==> src/rtl/adc_avg_pkg.sv <==
package adc_avg_pkg;
   // channel indices of the two window sums and totals
   localparam int NUM_SIDES = 2;
   localparam int SIDE_POS  = 0;
   localparam int SIDE_NEG  = 1;
endpackage

==> src/rtl/adc_sample_split.sv <==
module adc_sample_split #(
   parameter int SAMPLE_W = 8
) (
   input  logic [SAMPLE_W-1:0] sample,
   input  logic                signed_mode,
   output logic [SAMPLE_W-1:0] pos_part,
   output logic [SAMPLE_W-1:0] neg_part
);
   localparam logic [SAMPLE_W-1:0] MID = {1'b1, {(SAMPLE_W-1){1'b0}}};

   generate
      if (SAMPLE_W < 2) begin : g_bad_width
         $error("adc_sample_split: SAMPLE_W must be at least 2");
      end
   endgenerate

   always_comb begin
      pos_part = '0;
      neg_part = '0;
      if (!signed_mode) begin
         pos_part = sample;
      end else if (sample > MID) begin
         pos_part = sample - MID;
      end else if (sample < MID) begin
         neg_part = MID - sample;
      end
   end
endmodule

==> src/rtl/adc_window_sum.sv <==
module adc_window_sum #(
   parameter int IN_W  = 8,
   parameter int SUM_W = 20,
   parameter int SHIFT = 6,
   parameter int AVG_W = 16
) (
   input  logic             clk,
   input  logic             rst_n,
   input  logic             add_en,
   input  logic [IN_W-1:0]  add_val,
   input  logic             close,
   output logic [AVG_W-1:0] scaled,
   output logic [AVG_W-1:0] avg_q
);
   localparam int KEEP = SUM_W - SHIFT;

   generate
      if (KEEP > AVG_W) begin : g_avg_too_narrow
         $error("adc_window_sum: AVG_W too small for SUM_W - SHIFT");
      end
      if (IN_W > SUM_W) begin : g_sum_too_narrow
         $error("adc_window_sum: SUM_W must cover IN_W");
      end
   endgenerate

   logic [SUM_W-1:0] sum_q;
   logic [SUM_W-1:0] addend;

   assign addend = add_en ? SUM_W'(add_val) : '0;
   assign scaled = AVG_W'(sum_q >> SHIFT);

   always_ff @(posedge clk or negedge rst_n) begin
      if (!rst_n) begin
         sum_q <= '0;
         avg_q <= '0;
      end else if (close) begin
         sum_q <= addend;
         avg_q <= scaled;
      end else begin
         sum_q <= sum_q + addend;
      end
   end

   // average only moves on a window close
   p_avg_hold_r5: assert property (@(posedge clk) disable iff (!rst_n)
      !close |=> $stable(avg_q));
   // a window close restarts the sum from the coincident sample only
   p_restart_r6: assert property (@(posedge clk) disable iff (!rst_n)
      close && !add_en |=> sum_q == '0);
endmodule

==> src/rtl/adc_total_acc.sv <==
module adc_total_acc #(
   parameter int TOT_W = 32,
   parameter int AVG_W = 16
) (
   input  logic             clk,
   input  logic             rst_n,
   input  logic             inc_en,
   input  logic [AVG_W-1:0] add_a,
   input  logic [AVG_W-1:0] add_b,
   input  logic             use_b,
   input  logic             wr_en,
   input  logic [TOT_W-1:0] wr_data,
   output logic [TOT_W-1:0] total_q
);
   generate
      if (TOT_W < AVG_W) begin : g_total_too_narrow
         $error("adc_total_acc: TOT_W must cover AVG_W");
      end
   endgenerate

   logic [TOT_W-1:0] inc_sum;
   assign inc_sum = TOT_W'(add_a) + (use_b ? TOT_W'(add_b) : '0);

   always_ff @(posedge clk or negedge rst_n) begin
      if (!rst_n)
         total_q <= '0;
      else if (wr_en)
         total_q <= wr_data;
      else if (inc_en)
         total_q <= total_q + inc_sum;
   end

   // write beats accumulation
   p_write_wins_r10: assert property (@(posedge clk) disable iff (!rst_n)
      wr_en |=> total_q == $past(wr_data));
   p_idle_hold_r9: assert property (@(posedge clk) disable iff (!rst_n)
      !wr_en && !inc_en |=> $stable(total_q));
endmodule

==> src/rtl/adc_minmax.sv <==
module adc_minmax #(
   parameter int W = 8
) (
   input  logic         clk,
   input  logic         rst_n,
   input  logic         clear,
   input  logic         upd,
   input  logic [W-1:0] val,
   output logic [W-1:0] min_q,
   output logic [W-1:0] max_q
);
   always_ff @(posedge clk or negedge rst_n) begin
      if (!rst_n) begin
         min_q <= '1;
         max_q <= '0;
      end else if (clear) begin
         min_q <= '1;
         max_q <= '0;
      end else if (upd) begin
         if (val < min_q) min_q <= val;
         if (val > max_q) max_q <= val;
      end
   end

   p_clear_r2: assert property (@(posedge clk) disable iff (!rst_n)
      clear |=> (min_q == '1) && (max_q == '0));
   p_min_mono_r2: assert property (@(posedge clk) disable iff (!rst_n)
      !clear |=> (min_q <= $past(min_q)) && (max_q >= $past(max_q)));
endmodule

==> src/rtl/adc_avg_accum.sv <==
module adc_avg_accum
   import adc_avg_pkg::*;
#(
   parameter int SAMPLE_W = 8,
   parameter int SUM_W    = 20,
   parameter int SHIFT    = 6,
   parameter int AVG_W    = 16,
   parameter int TOT_W    = 32
) (
   input  logic                clk,
   input  logic                rst_n,
   input  logic                sample_tick,
   input  logic [SAMPLE_W-1:0] sample_in,
   input  logic                second_tick,
   input  logic                cfg_signed,
   input  logic                cfg_group,
   input  logic                cfg_stop,
   input  logic                mm_clear,
   input  logic                tot_wr_pos,
   input  logic                tot_wr_neg,
   input  logic [TOT_W-1:0]    tot_wr_data,
   output logic [SAMPLE_W-1:0] inst_sample,
   output logic [SAMPLE_W-1:0] min_sample,
   output logic [SAMPLE_W-1:0] max_sample,
   output logic [AVG_W-1:0]    avg_pos,
   output logic [AVG_W-1:0]    avg_neg,
   output logic [TOT_W-1:0]    tot_pos,
   output logic [TOT_W-1:0]    tot_neg
);
   logic [SAMPLE_W-1:0] part   [NUM_SIDES];
   logic [AVG_W-1:0]    scaled [NUM_SIDES];
   logic [AVG_W-1:0]    avg    [NUM_SIDES];
   logic [TOT_W-1:0]    total  [NUM_SIDES];
   logic                wr_sel [NUM_SIDES];

   assign wr_sel[SIDE_POS] = tot_wr_pos;
   assign wr_sel[SIDE_NEG] = tot_wr_neg;

   always_ff @(posedge clk or negedge rst_n) begin
      if (!rst_n)
         inst_sample <= '0;
      else if (sample_tick)
         inst_sample <= sample_in;
   end

   adc_sample_split #(.SAMPLE_W(SAMPLE_W)) u_split (
      .sample      (sample_in),
      .signed_mode (cfg_signed),
      .pos_part    (part[SIDE_POS]),
      .neg_part    (part[SIDE_NEG])
   );

   adc_minmax #(.W(SAMPLE_W)) u_minmax (
      .clk   (clk),
      .rst_n (rst_n),
      .clear (mm_clear),
      .upd   (sample_tick),
      .val   (sample_in),
      .min_q (min_sample),
      .max_q (max_sample)
   );

   for (genvar s = 0; s < NUM_SIDES; s++) begin : g_side
      adc_window_sum #(
         .IN_W(SAMPLE_W), .SUM_W(SUM_W), .SHIFT(SHIFT), .AVG_W(AVG_W)
      ) u_sum (
         .clk     (clk),
         .rst_n   (rst_n),
         .add_en  (sample_tick),
         .add_val (part[s]),
         .close   (second_tick),
         .scaled  (scaled[s]),
         .avg_q   (avg[s])
      );

      // the positive total may take both averages; the negative one only its own
      logic side_inc;
      logic side_use_b;
      if (s == SIDE_POS) begin : g_pos_route
         assign side_inc   = second_tick && !cfg_stop;
         assign side_use_b = cfg_group;
      end else begin : g_neg_route
         assign side_inc   = second_tick && !cfg_stop && !cfg_group;
         assign side_use_b = 1'b0;
      end

      adc_total_acc #(.TOT_W(TOT_W), .AVG_W(AVG_W)) u_total (
         .clk     (clk),
         .rst_n   (rst_n),
         .inc_en  (side_inc),
         .add_a   (scaled[s]),
         .add_b   (scaled[SIDE_NEG]),
         .use_b   (side_use_b),
         .wr_en   (wr_sel[s]),
         .wr_data (tot_wr_data),
         .total_q (total[s])
      );
   end

   assign avg_pos = avg[SIDE_POS];
   assign avg_neg = avg[SIDE_NEG];
   assign tot_pos = total[SIDE_POS];
   assign tot_neg = total[SIDE_NEG];

   p_inst_hold_r1: assert property (@(posedge clk) disable iff (!rst_n)
      !sample_tick |=> $stable(inst_sample));
   p_inst_load_r1: assert property (@(posedge clk) disable iff (!rst_n)
      sample_tick |=> inst_sample == $past(sample_in));
   p_unsigned_neg_r3: assert property (@(posedge clk) disable iff (!rst_n)
      !cfg_signed |-> part[SIDE_NEG] == '0);
   p_one_side_r4: assert property (@(posedge clk) disable iff (!rst_n)
      !((|part[SIDE_POS]) && (|part[SIDE_NEG])));
   p_stop_r9: assert property (@(posedge clk) disable iff (!rst_n)
      cfg_stop && !tot_wr_pos && !tot_wr_neg |=> $stable(tot_pos) && $stable(tot_neg));
   p_group_neg_r8: assert property (@(posedge clk) disable iff (!rst_n)
      cfg_group && !tot_wr_neg |=> $stable(tot_neg));
endmodule

==> config.mk <==
export PLATFORM = sky130hd
export DESIGN_NAME = adc_avg_accum
export DESIGN_NICKNAME = d
export VERILOG_FILES = /design/src/rtl/adc_avg_pkg.sv /design/src/rtl/adc_sample_split.sv /design/src/rtl/adc_window_sum.sv /design/src/rtl/adc_total_acc.sv /design/src/rtl/adc_minmax.sv /design/src/rtl/adc_avg_accum.sv
export SDC_FILE = /design/constraint.sdc
export NUM_CORES = 1
export LEC_CHECK = 0
export BUFFER_PORTS_ARGS = -buffer_cell sky130_fd_sc_hd__buf_2
export CORE_ASPECT_RATIO = 0.7
export CORE_MARGIN = 3
export CORE_UTILIZATION = 62
export CTS_CLUSTER_SIZE = 14
export DETAILED_ROUTE_END_ITERATION = 16
export PLACE_DENSITY = 0.89
export SYNTH_ARGS = -nofsm -noshare
export SYNTH_HDL_FRONTEND = slang
export SYNTH_SLANG_ARGS = --single-unit
export TNS_END_PERCENT = 1
==> constraint.sdc <==
create_clock -name clk -period 10.5 [get_ports clk]
set_input_delay 1.575 -clock clk [delete_from_list [all_inputs] [get_ports clk]]
set_output_delay 1.575 -clock clk [all_outputs]
set_load 0.005 [all_outputs]
==> results.md <==
* Outcome: finished clean
* Top-level port count at 170
* Chip Width at 158 µm
* Routed wire per std cell at between 20 and 25 µm
* Top post-synthesis cells by count: 148 x dfrtp_1, 93 x nand2_1, 88 x o21ai_0
* Pre-CTS WS at about 5500 ps
* Largest cells by area after synthesis: dfrtp_1 37%, ha_1 7.5%, mux2_2 6.2%
* Total power draw at roughly 1.6 mW
* Synthesized cell area at roughly 10000 µm²
* Post-synth EDFFs at 0
* Max-Cap Viols at 0
* Post-route cell area at approximately 12000 µm²
* Leak pwr at about 5.5 nW
* Flops & latches, synth at roughly 160
* DP HPWL at a little over 20000 µm
* Post-route ant nets at 0
* Clock sinks at 156
* Top Layer Used: met4
* Die ar. at around 18000 µm²
* WP data arrival at approximately 5000 ps
* Max H-tree Level at 4
* Initial core utilization at 64.0%
* Setup Buffers After CTS at 0
* CTS clk-pin slew, worst paths at around 60 ps
* Post-synthesis sequential area ratio at about two fifths
* VDD IR max at 0.116 mV
* FMAX at about 210 MHz
* Prevailing post-synth register cell: dfrtp_1
* Setup TNS at 0 ps
* Pwr per Cell Area at 142 nW/µm²
* Relative slew slack at 31.3%
* Final setup violation count at 0
* CP Capture Type: register
* Fraction of registers with async set/reset at 100%
* Via Count at roughly 9000
* Initial DRC count at approximately 960
* Antenna violations before repair at 3
* DR WL met3 at between 2000 and 3000 µm
* Vias in the first global route at ~8000
* Root Driver: clkbuf_16
* Count of input and output buffers at 165
* Yosys Warn Count at 0
* Area delta synth->final at 15.4%
* Pre-Repair DR Iteration Count at 6
* Final Critical Period at between 4000 and 5000 ps
* Yosys top cell by area: dfrtp_1
* Final period util at a little under half
* CTS buffer count at 17
* Mean area per synthesized cell at about 9.5 µm²
* Layout cells sized above 1 at a little under a quarter
* DR DRC count at 0
* Met2 wire length at approximately 13000 µm
* All-Layer GR Usage at between 30% and 40%
* Post-synth top area share at about 37%
* Hold path cells at 1
* Clk_lat worst skew at approximately 420 ps
* Worst r2r path cells at 11
* Via/cell ratio at 6.23
* Final Hold Viols at 0
* WS Path Type: primary input to register
* # fillers at 1099
* Std-Cell Rows at 38
* Post-Route WL at between 20000 and 30000 µm
* Final Wtd Congestion at 0.958
* Register area at 3910 µm²
* Most frequent cell after synthesis: dfrtp_1
* WL met1 at 12300 µm
* First-pass GRT wire length at roughly 44000 µm
* CTS tree: done
* Setup crit start kind: primary input
* Die boundary height at around 110 µm
* Largest net degree at the start of global routing at 86
* Worst-path maximum fanout at 9
* Multi-input logic area at roughly 5700 µm²
* Final Skew at 9.99 ps
* Placed cell areas at 11000 µm²
* Pins Over Slew Limit at 0
* CTS resizes at 0
* # hold bufs at CTS at 0
* Clock Path Buffers at 2
* Grt ovf at 0
* Core area at around 16000 µm²
* Layout Nets at roughly 1300
* Worst Path Required at 10770 ps
* Hold crit path type: register to register
* Slew @ Worst Pin at about 1000 ps
* RSZ-0062 raised after global routing: no
* Final WS setup at between 5000 and 6000 ps
* Synth unique cells at between 50 and 60
* Cell count after synthesis at ~1100
[cell type report]
type                       count  share of cell area [%]
antenna                        3                  0.0648
clock buffer                  17                    3.67
clock inverter                15                    1.60
inverter                      58                    1.88
multi-input combinational    797                    49.5
sequential                   156                    33.8
tap                          200                    2.16
timing repair buffer         167                    7.32
[sequential cells by signal (all words and copies together) (netlist names)]
name,flops
g_side.u_total.total_q,64
g_side.u_sum.sum_q,40
g_side.u_sum.avg_q,28
inst_sample,8
u_minmax.max_q,8
u_minmax.min_q,8
[where the power goes]
group	internal, mW	switching, mW
registers	0.648	0.0428
logic	0.124	0.169
clock network	0.380	0.274
total	1.15	0.486
[worst max-delay path, cell delays in order]
cell,delay (ps)
buf_2,180
inv_1,100
ha_1,260
nand2_1,120
o21ai_0,110
a21oi_1,250
and2_1,180
ha_1,160
inv_1,50
fa_1,390
nor2b_1,170
o21bai_1,100
a21boi_0,310
o21ai_1,240
a2111oi_0,600
xnor2_1,180
nor2_1,50
[per-layer routing]
metal,track usage [%],vias to the layer above
met5,0,-
met2,45.1,461
met3,7.32,65
li1,-,4003
met1,48.8,4274
met4,9.34,0
[logic make-up (layout without fill, tap and decap cells)]
family	after synthesis	after routing	share of synthesized area (%)
AOI/OAI and AO/OA	252	252	15.8
xor gates and xnor gates	80	80	6.98
adders and majority gates	78	78	11.1
buffers and inverters	103	257	4.01
DFF	156	156	39.0
muxes	72	72	7.87
other	1	7	0.0374
and+or+nand+nor	311	311	15.2
[path summary, 6_finish.rpt]
path | startpoint | endpoint | slack, ps
setup / recovery | sample_in[0] | g_side[0].u_sum.sum_q[18] | 5710
hold / removal | g_side[0].u_sum.avg_q[10] | g_side[0].u_sum.avg_q[10] | 500
setup reg to reg | g_side[1].u_sum.sum_q[8] | g_side[0].u_total.total_q[21] | 6760
hold reg to reg | g_side[0].u_sum.avg_q[10] | g_side[0].u_sum.avg_q[10] | 500
max in group asynchronous | rst_n | g_side[1].u_total.total_q[22] | 7820
min in group asynchronous | rst_n | g_side[0].u_total.total_q[14] | 1210
[cell usage in the layout (no fill, tap or decap), drive strengths merged, types with 30 or more instances in the layout]
master / n
nand2: 93
dfrtp: 148
inv: 64
mux2: 55
buf: 167
o21ai: 90
nor2: 72
a21oi: 54
nand3: 30
xor2: 41
ha: 60
xnor2: 39
[through the flow]
stage               std cells  hold WS [ps]  util [%]
finish                   1413           503      73.8
global route             1413           517      73.8
CTS                      1410           505      73.7
detailed placement       1378           491      69.8
global placement         1378           485      69.8
floorplan                1056           500         -
Note: power is estimated with default switching activity, not from simulation.
